--- src/rtl/sic_pkg.sv ---
package sic_pkg;

    localparam int PC_W     = 8;
    localparam int PC_IDX_W = $clog2(PC_W);

    typedef enum logic {
        CH_PORT_A = 1'b0,
        CH_PORT_B = 1'b1
    } chan_e;

    // synchronized control inputs, both idle high
    typedef struct packed {
        logic stb_n;
        logic rd_n;
    } ctl_t;

    // per-cycle events derived from synchronized controls
    typedef struct packed {
        logic stb_low;
        logic stb_rise;
        logic rd_fall;
        logic rd_rise;
    } evt_t;

    // port C bit whose set/reset writes the channel's interrupt enable
    function automatic logic [PC_IDX_W-1:0] enable_bit(chan_e ch);
        return (ch == CH_PORT_A) ? PC_IDX_W'(4) : PC_IDX_W'(2);
    endfunction

    function automatic evt_t decode_evt(ctl_t now, ctl_t prev, logic sel);
        evt_t e;
        e.stb_low  = !now.stb_n;
        e.stb_rise = !prev.stb_n && now.stb_n;
        e.rd_fall  = sel && prev.rd_n && !now.rd_n;
        e.rd_rise  = sel && !prev.rd_n && now.rd_n;
        return e;
    endfunction

endpackage

--- src/rtl/sic_sync.sv ---
module sic_sync #(
    parameter int           W       = 1,
    parameter int           STAGES  = 2,
    parameter logic [W-1:0] RST_VAL = '0
) (
    input  logic         clk,
    input  logic         rst,
    input  logic [W-1:0] d,
    output logic [W-1:0] q
);

    logic [W-1:0] stg [STAGES];

    always_ff @(posedge clk) begin
        if (rst) begin
            for (int i = 0; i < STAGES; i++) stg[i] <= RST_VAL;
        end else begin
            stg[0] <= d;
            for (int i = 1; i < STAGES; i++) stg[i] <= stg[i-1];
        end
    end

    assign q = stg[STAGES-1];

endmodule

--- src/rtl/sic_capture.sv ---
module sic_capture import sic_pkg::*; #(
    parameter int DATA_W = 8
) (
    input  logic              clk,
    input  logic              rst,
    input  logic              mode_set,
    input  evt_t              evt,
    input  logic [DATA_W-1:0] din,
    output logic [DATA_W-1:0] latch_q,
    output logic              full_q
);

    // level-loaded latch: follows the pins while the strobe is held low
    always_ff @(posedge clk) begin
        if (rst)              latch_q <= '0;
        else if (evt.stb_low) latch_q <= din;
    end

    // a new load outranks a clearing read in the same cycle
    always_ff @(posedge clk) begin
        if (rst || mode_set)  full_q <= 1'b0;
        else if (evt.stb_low) full_q <= 1'b1;
        else if (evt.rd_rise) full_q <= 1'b0;
    end

endmodule

--- src/rtl/sic_irq.sv ---
module sic_irq import sic_pkg::*; #(
    parameter logic [PC_IDX_W-1:0] EN_BIT = PC_IDX_W'(4)
) (
    input  logic                clk,
    input  logic                rst,
    input  logic                mode_set,
    input  evt_t                evt,
    input  logic                full,
    input  logic                bsr_valid,
    input  logic [PC_IDX_W-1:0] bsr_bit,
    input  logic                bsr_val,
    output logic                en_q,
    output logic                req_out
);

    logic hit;
    logic pend_q;

    assign hit = bsr_valid && (bsr_bit == EN_BIT);

    always_ff @(posedge clk) begin
        if (rst || mode_set) en_q <= 1'b0;
        else if (hit)        en_q <= bsr_val;
    end

    always_ff @(posedge clk) begin
        if (rst || mode_set)                     pend_q <= 1'b0;
        else if (evt.stb_rise && full && en_q)   pend_q <= 1'b1;
        else if (evt.rd_fall)                    pend_q <= 1'b0;
    end

    assign req_out = pend_q && en_q;

endmodule

--- src/rtl/strb_in_chan.sv ---
module strb_in_chan import sic_pkg::*; #(
    parameter chan_e CHAN        = CH_PORT_A,
    parameter int    DATA_W      = 8,
    parameter int    SYNC_STAGES = 2
) (
    input  logic                clk,
    input  logic                rst,
    input  logic                mode_set,
    input  logic [DATA_W-1:0]   pin_data,
    input  logic                stb_n,
    input  logic                rd_n,
    input  logic                port_sel,
    input  logic                bsr_valid,
    input  logic [PC_IDX_W-1:0] bsr_bit,
    input  logic                bsr_val,
    output logic [DATA_W-1:0]   rd_data,
    output logic                ibf,
    output logic                intr,
    output logic                int_en
);

    localparam logic [PC_IDX_W-1:0] EN_BIT = enable_bit(CHAN);
    localparam int                  CTL_W  = $bits(ctl_t);

    logic [CTL_W-1:0]  ctl_raw;
    logic [DATA_W-1:0] data_s;
    ctl_t              ctl_s;
    ctl_t              ctl_prev;
    evt_t              evt;

    sic_sync #(.W(CTL_W), .STAGES(SYNC_STAGES), .RST_VAL({CTL_W{1'b1}})) u_ctl_sync (
        .clk (clk),
        .rst (rst),
        .d   ({stb_n, rd_n}),
        .q   (ctl_raw)
    );

    sic_sync #(.W(DATA_W), .STAGES(SYNC_STAGES), .RST_VAL('0)) u_data_sync (
        .clk (clk),
        .rst (rst),
        .d   (pin_data),
        .q   (data_s)
    );

    assign ctl_s = ctl_t'(ctl_raw);

    always_ff @(posedge clk) begin
        if (rst) ctl_prev <= '1;
        else     ctl_prev <= ctl_s;
    end

    assign evt = decode_evt(ctl_s, ctl_prev, port_sel);

    sic_capture #(.DATA_W(DATA_W)) u_cap (
        .clk      (clk),
        .rst      (rst),
        .mode_set (mode_set),
        .evt      (evt),
        .din      (data_s),
        .latch_q  (rd_data),
        .full_q   (ibf)
    );

    sic_irq #(.EN_BIT(EN_BIT)) u_irq (
        .clk       (clk),
        .rst       (rst),
        .mode_set  (mode_set),
        .evt       (evt),
        .full      (ibf),
        .bsr_valid (bsr_valid),
        .bsr_bit   (bsr_bit),
        .bsr_val   (bsr_val),
        .en_q      (int_en),
        .req_out   (intr)
    );

endmodule

--- config.mk ---
export PLATFORM = sky130hd
export DESIGN_NAME = strb_in_chan
export DESIGN_NICKNAME = d
export VERILOG_FILES = /design/src/rtl/sic_pkg.sv /design/src/rtl/sic_sync.sv /design/src/rtl/sic_capture.sv /design/src/rtl/sic_irq.sv /design/src/rtl/strb_in_chan.sv
export SDC_FILE = /design/constraint.sdc
export NUM_CORES = 1
export LEC_CHECK = 0
export ABC_AREA = 0
export CORE_MARGIN = 3
export CORE_UTILIZATION = 48
export DETAILED_ROUTE_END_ITERATION = 12
export MAX_ROUTING_LAYER = met4
export PLACE_DENSITY_LB_ADDON = 0.08
export SYNTH_ARGS = -nofsm -noshare
export SYNTH_HDL_FRONTEND = slang
export SYNTH_SLANG_ARGS = --single-unit
--- constraint.sdc ---
create_clock -name clk -period 2.77 [get_ports clk]
set_input_delay 0.554 -clock clk [delete_from_list [all_inputs] [get_ports clk]]
set_output_delay 0.554 -clock clk [all_outputs]
set_load 0.1 [all_outputs]
# Yosys cells after proc, flatten, opt, wreduce, memory -nomap -nowiden

Memories as Yosys holds them, arrays and structs flattened. A register that Yosys moved wholly into a read port is not among the register bits.
Cells that the tools add are included.

Multiplexer cells: 11
Reductions and logical operators: 15
Eq/ne operators: 2
Bitwise logic cells: 4

Operators by type and width:

| kind                                                   | count |
|---|---|
| 2-to-1 mux 8 bit                                       | 2 |
| logical AND 1 bit                                      | 9 |
| 2-to-1 mux 1 bit                                       | 7 |
| logical NOT 1 bit                                      | 4 |
| 2-to-1 mux 2 bit                                       | 2 |
| bitwise OR 1 bit                                       | 4 |
| equality test 3 bit (second input constant)            | 1 |
| inequality test 2 x 1 -> 1 bit (second input constant) | 1 |
| nonzero test 2 bit                                     | 1 |
| logical OR 1 bit                                       | 1 |

Memories: 2
Input bits: 19
Output and inout port bits: 11
Memory bits (writable): 20
Logic and storage cells: 39
Bits in registers: 5

Memories:

| name            | depth | bits a word | rd ports | clocked after memory_dff | wr ports | line           | text |
|---|---|---|---|---|---|---|---|
| u_data_sync.stg | 2     | 8           | 2        | 1                        | 2        | sic_sync.sv:12 | `logic [W-1:0] stg [STAGES];` |
| u_ctl_sync.stg  | 2     | 2           | 2        | 0                        | 2        | sic_sync.sv:12 |  |

# Logic depth before layout (Yosys ltp)

Gate-level depths: netlist of run 1.

Word-level depth: 5
Mapped depth: 3
Depth with buffers taken out: 2

# By module

A second synthesis of run 1 with hierarchy kept.

Cells, all modules: 99
Area, all modules: 1,156.1 sq um

Modules (own cells, without submodules):

| module                  | sequential area each (sq um) | cells an instance | times used | area an instance (sq um) |
|---|---|---|---|---|
| sic_sync at u_data_sync | 320.3                        | 41                | 1          | 524.3 |
| sic_capture             | 180.2                        | 30                | 1          | 324.1 |
| sic_sync at u_ctl_sync  | 80.1                         | 10                | 1          | 120.1 |
| sic_irq                 | 40.0                         | 10                | 1          | 107.6 |
| strb_in_chan            | 40.0                         | 8                 | 1          | 80.1 |

# Worst setup path before layout of run 1

No wires, ideal clock.

Path type: reg-to-output
Start point: register u_irq.en_q
End point: output intr
Path buffers: 0
Slack: 393 ps
Required time: 2,216 ps
Arrival time: 1,823 ps
Stages on the path, launching flop included: 2
Cells stage by stage: dfxtp_1 -> and2_1

Word-level cells in the longest chain between the ends: 1

Ends and longest elaborated chain:

| what                   | line               | text |
|---|---|---|
| from (decl)            | sic_irq.sv:12      | `output logic en_q,` |
| from (signal assigned) | sic_irq.sv:23      | `else if (hit) en_q <= bsr_val;` |
| logical AND 1 bit      | sic_irq.sv:32      | `assign req_out = pend_q && en_q;` |
| to (decl)              | strb_in_chan.sv:18 | `output logic intr,` |

Every way passes these cells.

# Final worst setup path of run 1

Ends and elaborated chain as after synthesis.

==> results of run 1 <==
==> critical path, delay by kind of cell, from the launching register on <==
kind / cells / cell delay, ns
simple gates: 1 / 0.13
flops: 1 / 0.37
buf+inv: 1 / 0.28
==> Yosys cell counts <==
cell / number
and2_1: 1
and3b_1: 1
and4b_1: 1
and4bb_2: 1
buf_2: 3
buf_4: 1
dfxtp_1: 33
mux2_2: 1
mux2i_1: 8
nand4b_1: 1
nor2_1: 8
nor2b_1: 17
nor3_1: 1
nor3b_1: 2
o22ai_2: 1
or2_1: 1
or2_2: 6
or3b_1: 1
==> report_power, final <==
group          total, mW  leakage (nW)  switching (mW)  internal (mW)
sequential         0.497         0.271         0.00665          0.490
combinational     0.0669         0.306          0.0289         0.0381
clock              0.242        0.0265           0.141          0.101
==> area by class of cell <==
cell class	instances	area [sq um]	area share, %
Sequential cell	33	661	48.1
Multi-Input combinational cell	51	359	26.2
Timing Repair Buffer	30	270	19.7
Clock buffer	8	48.8	3.56
Tap cell	27	33.8	2.46
==> flip-flops by register name, summed over array words and instances (netlist names) <==
signal,flops
ctl_prev,2
u_cap.full_q,1
u_cap.latch_q,8
u_ctl_sync.stg,4
u_data_sync.stg,16
u_irq.en_q,1
u_irq.pend_q,1
==> cell families after synthesis <==
logic type | count (synthesis) | share of synthesized area, %
and+or+nand+nor | 41 | 24.5
DFF | 33 | 63.4
muxes | 9 | 8.76
buffers and inverters | 4 | 2.16
AOI/OAI and AO/OA | 1 | 1.20
==> worst paths after layout <==
check	to	start	cells past startpoint	slack (ns)
max reg2reg	u_irq.pend_q	u_ctl_sync.stg[0][3]	2	1.65
min reg2reg	u_ctl_sync.stg[0][2]	u_ctl_sync.stg[0][0]	1	0.42
max	intr	u_irq.en_q	2	1.11
min	u_ctl_sync.stg[0][2]	u_ctl_sync.stg[0][0]	1	0.42
==> per-layer routing <==
layer  up-vias  routed length, um
met3         5                183
met5         -                  0
li1        351                  -
met1       282                692
met2        31                720
met4         0                 36
==> metrics by stage <==
| stage | utilization [%] | hold slack (ns) | setup slack (ns) | power, mW |
|---|---|---|---|---|
| finish | 68.6 | 0.415 | 1.11 | 0.805 |
| global route | 68.6 | 0.431 | 1.03 | 0.847 |
| CTS | 68.6 | 0.419 | 1.10 | 0.813 |
| detailed placement | 66.1 | 0.397 | 1.05 | 0.575 |
| global placement | 66.1 | 0.391 | 1.08 | 0.573 |
| floorplan | - | 0.389 | 0.393 | 0.543 |
==> impl_summary.md, run 1 <==
Detailed routing
The first detailed-routing pass ran for 4 iterations. The detailed router's first-iteration violation count is 9. After detailed routing, the average wire length per cell comes to 11.0 um.

The total detailed-routing wirelength is 1630 um. The post-route antenna net violation count is 0. The number of vias per cell after detailed routing is 4.49. The vias after detailed routing is 669. After detailed routing, the number of remaining DRC violations is 0.

Global routing
In the global route stage, overall resource usage came out at 14.7%. The first global-routing pass estimated 2610 um of wire. The maximum number of pins on one net before global-route repair is 31. The number of antenna violations at the first check in global routing is 0. In this run the most used layer during global routing was met2. Global routing consumed, on the met2 layer, 20.7% of the routing resources. For this run the aggregate overflow at the end of global routing stands at 0. The via count of the first global-routing pass is 593. The fraction of met1 tracks used by global routing is 15.1%. In the global route stage, met3 resource usage came out at 10.5%.

Final layout
Relative to the synthesized area, the layout overhead comes to 31.7%. The top cell types in the final layout, fill and taps aside, are dfxtp_1 (33), clkdlybuf4s50_1 (18), nor2b_1 (17). Cells with a size suffix above 1 make up 21.3% of the layout. The final non-filler cell area is 1370 sq um. The final non-filler cell total is 149. The number of antenna repair diodes is 0.

The number of nets at the end of the flow is 140. Leaving out fill and tap cells, the most frequent cell in the layout is dfxtp_1. The number of inserted filler cells in the final layout is 161.

Critical path
The signal on the critical path passes through and2_1 > buf_4. The highest-delay cell along the critical path is dfxtp_1. The kind of capture point of the worst setup path is an output port.

In this design, the stage delay of the slowest critical-path cell is 0.37 ns. At the worst endpoint, the arrival time is 1.11 ns. The endpoint required time on the critical path is 2.22 ns. The startpoint type of the worst setup path is a flop. The category of the most critical setup path is flop to output port.

Along the worst path, the maximum fanout reaches 4.

Yosys
By area the synthesized netlist is led by dfxtp_1 (63%), nor2b_1 (10%), mux2i_1 (7.7%), or2_2 (3.6%), nor2_1 (2.9%). The post-synthesis sequential area ratio is 63.4%. dfxtp_1 takes more of the synthesized area than any other cell.

Dividing the synthesized area by the synthesized cell count gives 11.8 sq um. Of the post-synthesis cell area, the dominant cell type holds 63.4%. Counting distinct cell types in the post-synthesis netlist gives 18. Synthesis produced a netlist whose cell count is 88. The total nets after synthesis is 107. For this run, the number of Yosys warnings is 0. The flip-flop and latch count after synthesis is 33. The cell area after synthesis is 1040 sq um.

STA
The final clock skew is 0.00497 ns. In the final timing run, aggregate negative setup slack is 0 ns. The final count of negative-setup-slack endpoints is 0.

The headroom to the max-slew limit is 63.0%. The number of hold violations in the final report is 0. At the pin with the least slew margin, the transition time is 0.555 ns. Of the available clock period, the critical path in the final layout requires 60.0%. After layout, the minimum clock period comes to 1.66 ns. Setup repair after global routing left no endpoint under its margin. The final max-slew violation count is 0. Timing would allow up to 0.601 GHz.

Pwr
Across the VDD grid, the largest voltage drop is 407 uV. The total power density per cell area is 587 nW/um^2. The total leakage power is 0.603 nW.

Clocking
TritonCTS built the clock tree. The deepest level of the CTS H-tree is 2. The clock latency on the worst-skew pair is 0.32 ns. The clock passes through at most 2 buffers.

Buffers inserted during clock tree synthesis total 5. The clock root buffer is clkbuf_4. Once the clock tree was built, the resizer swapped 0 gates to a different size.

Counting every sink on the clock net gives 33. The number of buffers inserted by hold repair at cts is 0. The clock transition at the register clock pins on the worst setup and hold paths after CTS is 0.09 ns.

The post-CTS repair timing setup buffer count is 0.

Placement
After detailed placement, the total cell area comes to 1320 sq um. The final weighted congestion in routability-driven placement is 0.586. In this run, placement finished with an instance count of 141.

The HPWL after detailed placement is 1070 um. Buffers placed on the I/O ports in this run total 29.

Die
The boundary pin count is 30. The core outline area is 2000 sq um. The cell row count is 16. The die span in x is 52.6 um. The die is 52.6 um tall. The initial utilization of the core area, before any placement, comes to 52.1%. The die covers 2770 sq um.

Outcome
The flow ran to the end, and the final reports show no timing, DRC or antenna violations.

Min path
The type of the tightest min-delay check is flop to flop.

Job
The max-capacitance violation count is 0.
No activity file was read; power rests on OpenSTA's default activity.
==> run 2, diff against run 1 <==
- CORE_UTILIZATION: 48 -> 45
- clock period: 2.77 -> 1.7 ns (I/O delays scaled with it)
==> impl_summary.md, run 2 (synthesis gave the netlist of run 1 again) <==
Job
The tool flagged a number of max-cap violations equal to 0.

Final layout
Summing all non-filler instances in the final layout gives an area of 1560 sq um. 0 antenna diodes ended up in the layout. The growth of design area from synthesis to finish is 49.3%.

The flip-flop count of the largest register, all copies and words added is 16. For this run, the share of the core covered by cells in the final layout is 74.8%. After filler insertion, the fill cell instance count of the layout stands at 154. Registers take 662 sq um. More flip-flops sit in one register than any other, and that register is u_data_sync.stg. Of the cells placed in the final design, the portion with a size suffix greater than 1 is 25.2%. In the layout the commonest cells are dfxtp_1 (32), clkdlybuf4s50_1 (18), nor2b_1 (17). The number of nets at the end of the flow is 141. The most common cell after layout, fill and taps aside is dfxtp_1. The largest registers in the layout are u_data_sync.stg: 16 flops, u_cap.latch_q: 8 flops, u_ctl_sync.stg: 4 flops. The footprint of the multi-input gates is 360 sq um.

Clocking
TritonCTS built the clock tree. The deepest level of the CTS H-tree is 2. After clock tree synthesis, the clock-pin slew on the worst setup and hold paths is 0.09 ns. The clock root buffer is clkbuf_4. The clock latency on the worst-skew pair is 0.31 ns.

The number of buffers inserted by hold repair at cts is 0. The buffer depth of the longest clock path is 2. CTS saw 33 sinks. Post-CTS repair changed the size of 0 cells. After clock tree synthesis, the setup repair step added 0 buffers. TritonCTS created 5 clock buffers.

Detailed routing
In this run the remaining antenna-violating nets after routing total 0. For this block, the via count after detailed routing is 693. The total detailed-routing wirelength is 1670 um. The number of remaining DRC errors is 0. The average detailed-routed wire length per instance is 11.2 um.

The number of vias per cell after detailed routing is 4.62. The detailed router's first-iteration violation count is 9. The detailed-router iteration count before antenna repair is 4.

Min path
The type of the tightest min-delay check is flop to flop.

STA
The headroom to the max-slew limit is 64.0%. The final clock skew is 0.00368 ns. Of the available clock period, the critical path in the final layout requires 81.5%.

The final worst setup slack is 0.314 ns. Summed over all failing endpoints, the final setup total negative slack is 0 ns. The pin slew with the least headroom to its limit is 0.539 ns.

Setup repair after global routing left no endpoint under its margin. The fmax is 0.722 GHz. The worst path needs 1.39 ns of the cycle, external delays included. Setup violations remaining at the end of the flow were counted as 0. The final max-slew violation count is 0. The number of hold violations in the final report is 0. The tightest hold path in the finished design has a slack of 0.423 ns.

Placement
The HPWL after detailed placement is 1220 um. The number of I/O port buffers is 29. The final weighted congestion in routability-driven placement is 0.666. OpenSTA, run right after detailed placement, puts the worst setup slack at 0.215 ns. Summing all placed instances gives a cell area of 1470 sq um.

Die
The floorplan die area is 2930 sq um. The cell row count is 16. The die outline height is 54.1 um.

The floorplan step defined a core boundary enclosing 2080 sq um. The boundary pin count is 30. For this configuration, the core starts out at a cell density of 50.1%.

The die span in x is 54.1 um.

Global routing
Entering global routing, the biggest net connects 21 pins. The total overflow left after global routing is 0. Across every metal layer, demand over resource in global routing totals 14.8%. The number of antenna violations at the first check in global routing is 0. The first global-routing pass estimated 2820 um of wire. The via count of the first global-routing pass is 670.

Critical path
The largest individual stage delay along the critical path comes from the cell dfxtp_2. The most critical setup path has its endpoint at intr. Walking the worst path, the cells encountered are and2_2 > buf_12. Counting buffers and inverters, the worst setup path is 2 cells deep. The kind of capture point of the worst setup path is an output port. The cell depth of the worst flop-to-flop path is 2. At the worst endpoint, the arrival time is 1.05 ns. The worst register-to-register path begins at u_ctl_sync.stg[0][3]. The critical path's top delay family is flip-flops. The startpoint type of the worst setup path is a flop.

In this run the critical register-to-register path is captured at u_cap.latch_q[0]. The worst setup path is of the flop to output port kind. The setup slack of the worst register-to-register path is 0.58 ns. The total buffers and inverters traversed by the critical path is 1.

The maximum fanout along the worst path is 4. The largest stage delay on the critical path is 0.38 ns. The first element of the critical path is u_irq.en_q. The endpoint required time on the critical path is 1.36 ns.

Pwr
The total leakage power is 0.658 nW. The total power density per cell area is 971 nW/um^2. The maximum vdd drop is 880 uV.

Outcome
The flow ran to the end, and the final reports show no timing, DRC or antenna violations.
==> run 2: cell count changes in the layout (fill, tap and decap cells not counted) <==
cell,before,now
and2_1,1,0
clkbuf_8,0,1
buf_4,12,2
dfxtp_1,33,32
dfxtp_2,0,1
and2_2,0,1
buf_12,0,11
clkbuf_1,3,1
bufinv_16,0,1
==> run 2: cell type report <==
| type | instances | area share, % |
|---|---|---|
| clock inverter | 1 | 1.93 |
| timing repair buffer | 31 | 26.7 |
| multi-input combinational | 51 | 23.2 |
| sequential | 33 | 42.5 |
| tap | 27 | 2.17 |
| clock buffer | 7 | 3.54 |
==> run 2: per-layer routing <==
metal	GRT usage [%]	part of all wire, %	up-vias
met5	-	0	-
met4	9.96	1.5	0
met3	4.16	7.4	5
met2	24.1	52	24
met1	15.4	39	311
li1	-	-	353
==> run 2: how the worst min path moves through the flow <==
stage,from,end,slack (ns),depth (start not counted)
6_report,u_ctl_sync.stg[0][0],u_ctl_sync.stg[0][2],0.42,1
5_1_grt,u_ctl_sync.stg[0][0],u_ctl_sync.stg[0][2],0.43,1
4_1_cts,u_ctl_sync.stg[0][0],u_ctl_sync.stg[0][2],0.42,1
3_5_place_dp,u_ctl_sync.stg[0][0],u_ctl_sync.stg[0][2],0.40,1
3_3_place_gp,u_ctl_sync.stg[0][0],u_ctl_sync.stg[0][2],0.39,1
2_1_floorplan,u_ctl_sync.stg[0][0],u_ctl_sync.stg[0][2],0.39,1
==> run 2: worst reg2reg max path, stage by stage (launching register included) <==
cell and delay (ns):
dfxtp_1 0.67, mux2i_1 0.27, nor2_1 0.07
==> run 2: report_power, final <==
part	leakage (nW)	total [mW]	switching, mW	internal (mW)
logic	0.341	0.118	0.0472	0.0710
clock network	0.0455	0.582	0.231	0.351
registers	0.271	0.811	0.0127	0.799
total	0.658	1.51	0.291	1.22
==> run 2: through the flow <==
step	total power, mW	cells
6_report	1.51	150
5_1_grt	1.58	150
4_1_cts	1.54	150
3_5_place_dp	0.949	142
3_3_place_gp	0.945	142
2_1_floorplan	0.884	88
==> run 3, diff against run 2 <==
- CORE_UTILIZATION: 45 -> 40
- clock period: 1.7 -> 1.2 ns (I/O delays scaled with it)
==> impl_summary.md, run 3 (synthesis gave the netlist of run 1 again) <==
Outcome
The run finished, with violations left. The final reports fail on setup timing.

Clocking
The deepest level of the CTS H-tree is 2. TritonCTS built the clock tree. Clock-pin slew was measured on the worst setup and hold paths at 0.09 ns.

The buffer depth of the longest clock path is 2. Counting every sink on the clock net gives 33. The total CTS buffers is 5. For the worst-skew pair, the clock arrives at the later sink with an insertion delay of 0.32 ns. The clock root buffer is clkbuf_4.

STA
After layout, the worst setup slack is -0.0136 ns. The pin slew with the least headroom to its limit is 0.204 ns. In this run the tightest slew margin relative to its limit is 86.3%. The fmax is 0.824 GHz. The final max-slew violation count was 0. After layout, the worst path uses 101% of the clock period. Setup repair after global routing could not meet its margin everywhere.

The number of hold violations in the final report was 0. The final count of negative-setup-slack endpoints is 2. The worst path in the final design needs a cycle of 1.21 ns, including I/O delays and setup. The final clock skew is 0.00383 ns.

Global routing
The number of antenna violations at the first check in global routing is 0. The maximum number of pins on one net before global-route repair is 12. The via count of the first global-routing pass is 598. The wire length of the first global-routing pass is 2590 um. Summed over all layers, the global routing overflow is 0.

Across every metal layer, demand over resource in global routing totals 11.0%.

Critical path
The reg-to-reg startpoint is u_ctl_sync.stg[0][3]. Data on the critical path is required at its endpoint by 0.96 ns. The first element of the critical path is u_irq.en_q. The critical path is of the flop to output port type. The largest single stage delay on the critical path is 0.36 ns. At the worst endpoint, the arrival time is 0.97 ns. The critical path goes through and2_4 > buf_12. Together, buffers and inverters on the worst path number 1. The number of cells on the worst reg-to-reg path is 3. The highest-delay cell along the critical path is dfxtp_4. In this run the critical register-to-register path is captured at u_cap.latch_q[1]. Following the worst setup path forward leads to its endpoint at intr. Grouping stages by cell kind, the critical path spends the most delay in flip-flops. The maximum fanout along the worst path is 3. STA classifies the critical path endpoint as an output port. The startpoint type of the worst setup path is a flop. The critical path crosses 2 cells after its start point. In this run the register-to-register setup slack is 0.28 ns.

Pwr
The switching part of the total power is 21.1%. Sequential cells account for 57.1% of the total power. The maximum vdd drop is 835 uV.

The total power is 2.00 mW. For this design the ratio of total power to cell area is 1250 nW/um^2. The logic gate share of total power is 9.1%. In this run the static leakage power is 0.685 nW. The net switching power figure is 0.422 mW. The share of total power dissipated in the clock network is 33.8%.

The internal power of the cells totals 1.58 mW.

Final layout
The most common cell after layout, fill and taps aside is dfxtp_1. The largest registers in the layout are u_data_sync.stg: 16 flops, u_cap.latch_q: 8 flops, u_ctl_sync.stg: 4 flops. The register cell area after layout is 677 sq um. The post-route netlist has 36.2% of its cells at a drive strength greater than 1.

The top cell types in the final layout, fill and taps aside, are dfxtp_1 (22), clkdlybuf4s50_1 (18), nor2b_1 (17). The number of nets at the end of the flow is 145. 0 antenna diodes ended up in the layout.

Ranked by flip-flop count, first place goes to u_data_sync.stg. The final core area utilization is 68.4%. The register with the most flip-flops in the layout has 16 of them. The growth of design area from synthesis to finish is 53.7%.

The footprint of the multi-input gates is 362 sq um. The number of inserted filler cells in the final layout is 178.

Min path
The worst hold path belongs to the class flop to flop.

Die
For this design the top-level I/O count stands at 30. The die span in x is 57.0 um. The starting utilization of the core area is 44.5%.

The die is 57.0 um tall. The floorplan die area is 3250 sq um. The core region is 2340 sq um. The cell row count is 17.

Detailed routing
Dividing the detail-routed via count by the number of cells gives 4.34. The total detailed-routing wirelength is 1550 um. After detailed routing, the average wire length per cell comes to 10.0 um. For this run, the detailed router's first-pass iteration total came to 3. The detailed router's first-iteration violation count is 4. Summing over every cut layer, the via total after detailed routing is 673. The number of remaining DRC errors is 0. The post-route antenna net violation count is 0.

Placement
Routability-driven placement finished with a final weighted congestion of 0.710. The number of I/O port buffers is 29. The HPWL after detailed placement is 1150 um.

Job
Max-cap violations in this run came to 0.
-- run 3: changes by cell type in the layout (fill, tap and decap cells not counted) --
cell / previous run / this run
and2_2: 1 / 0
and2_4: 0 / 1
buf_12: 11 / 12
buf_4: 2 / 5
bufinv_16: 1 / 0
clkbuf_1: 1 / 0
clkbuf_8: 1 / 2
clkinv_2: 0 / 1
dfxtp_1: 32 / 22
dfxtp_2: 1 / 10
dfxtp_4: 0 / 1
-- run 3: per-layer routing --
layer	GRT usage, %	vias up	wire length, um
met5	-	-	0
met4	7.95	0	31
met3	4.30	5	157
met2	15.2	27	666
met1	12.9	282	695
li1	-	359	-
-- run 3: power by group through the flow --
stage                     Combinational (mW)  Sequential [mW]  Clock [mW]
after detailed placement               0.183             1.17           0
after global placement                 0.181             1.17           0
after global routing                   0.193             1.15       0.748
after floorplan                       0.0569             1.20           0
final                                  0.182             1.14       0.677
after CTS                              0.184             1.14       0.704
-- run 3: worst reg2reg max path: stages, from the launching register on --
cell	delay, ns
dfxtp_1	0.41
buf_12	0.16
mux2i_1	0.20
nor2_1	0.05
-- run 3: cell type report --
cell class / instances / share of cell area, %
well taps: 28 / 2.19
multi-input cells: 51 / 22.6
flip-flops and latches: 33 / 42.3
clock inverters: 1 / 0.312
clock buffers: 7 / 4.06
repair buffers: 35 / 28.6
-- run 3: metrics by stage --
stage / setup slack (ns) / setup TNS [ns] / hold WS [ns] / instance area, sq um / instances
floorplan: -0.130 / -0.130 / 0.344 / 1060 / 88
global placement: -0.160 / -2.62 / 0.392 / 1520 / 146
detailed placement: -0.188 / -2.63 / 0.396 / 1520 / 146
CTS: -0.0364 / -0.0623 / 0.418 / 1600 / 155
global route: -0.0630 / -0.116 / 0.434 / 1600 / 155
finish: -0.0136 / -0.0199 / 0.415 / 1600 / 155
-- run 3: worst min-delay path by stage --
| stage | start | end | slack, ns | cells past startpoint |
|---|---|---|---|---|
| finish | u_ctl_sync.stg[0][0] | u_ctl_sync.stg[0][2] | 0.41 | 1 |
| global route | u_ctl_sync.stg[0][0] | u_ctl_sync.stg[0][2] | 0.43 | 1 |
| CTS | u_ctl_sync.stg[0][0] | u_ctl_sync.stg[0][2] | 0.42 | 1 |
| detailed placement | u_ctl_sync.stg[0][1] | u_ctl_sync.stg[0][3] | 0.40 | 1 |
| global placement | u_ctl_sync.stg[0][1] | u_ctl_sync.stg[0][3] | 0.39 | 1 |
| floorplan | rd_n | u_ctl_sync.stg[0][0] | 0.34 | 1 |
-- run 3: repair_timing --
| action | in CTS | in global routing |
|---|---|---|
| pin swaps | 0 | 0 |
| hold buffers | 0 | 0 |
| setup endpoints to repair | 1 | 2 |
| setup buffers | 1 | 0 |
| gates resized for setup | 1 | 1 |
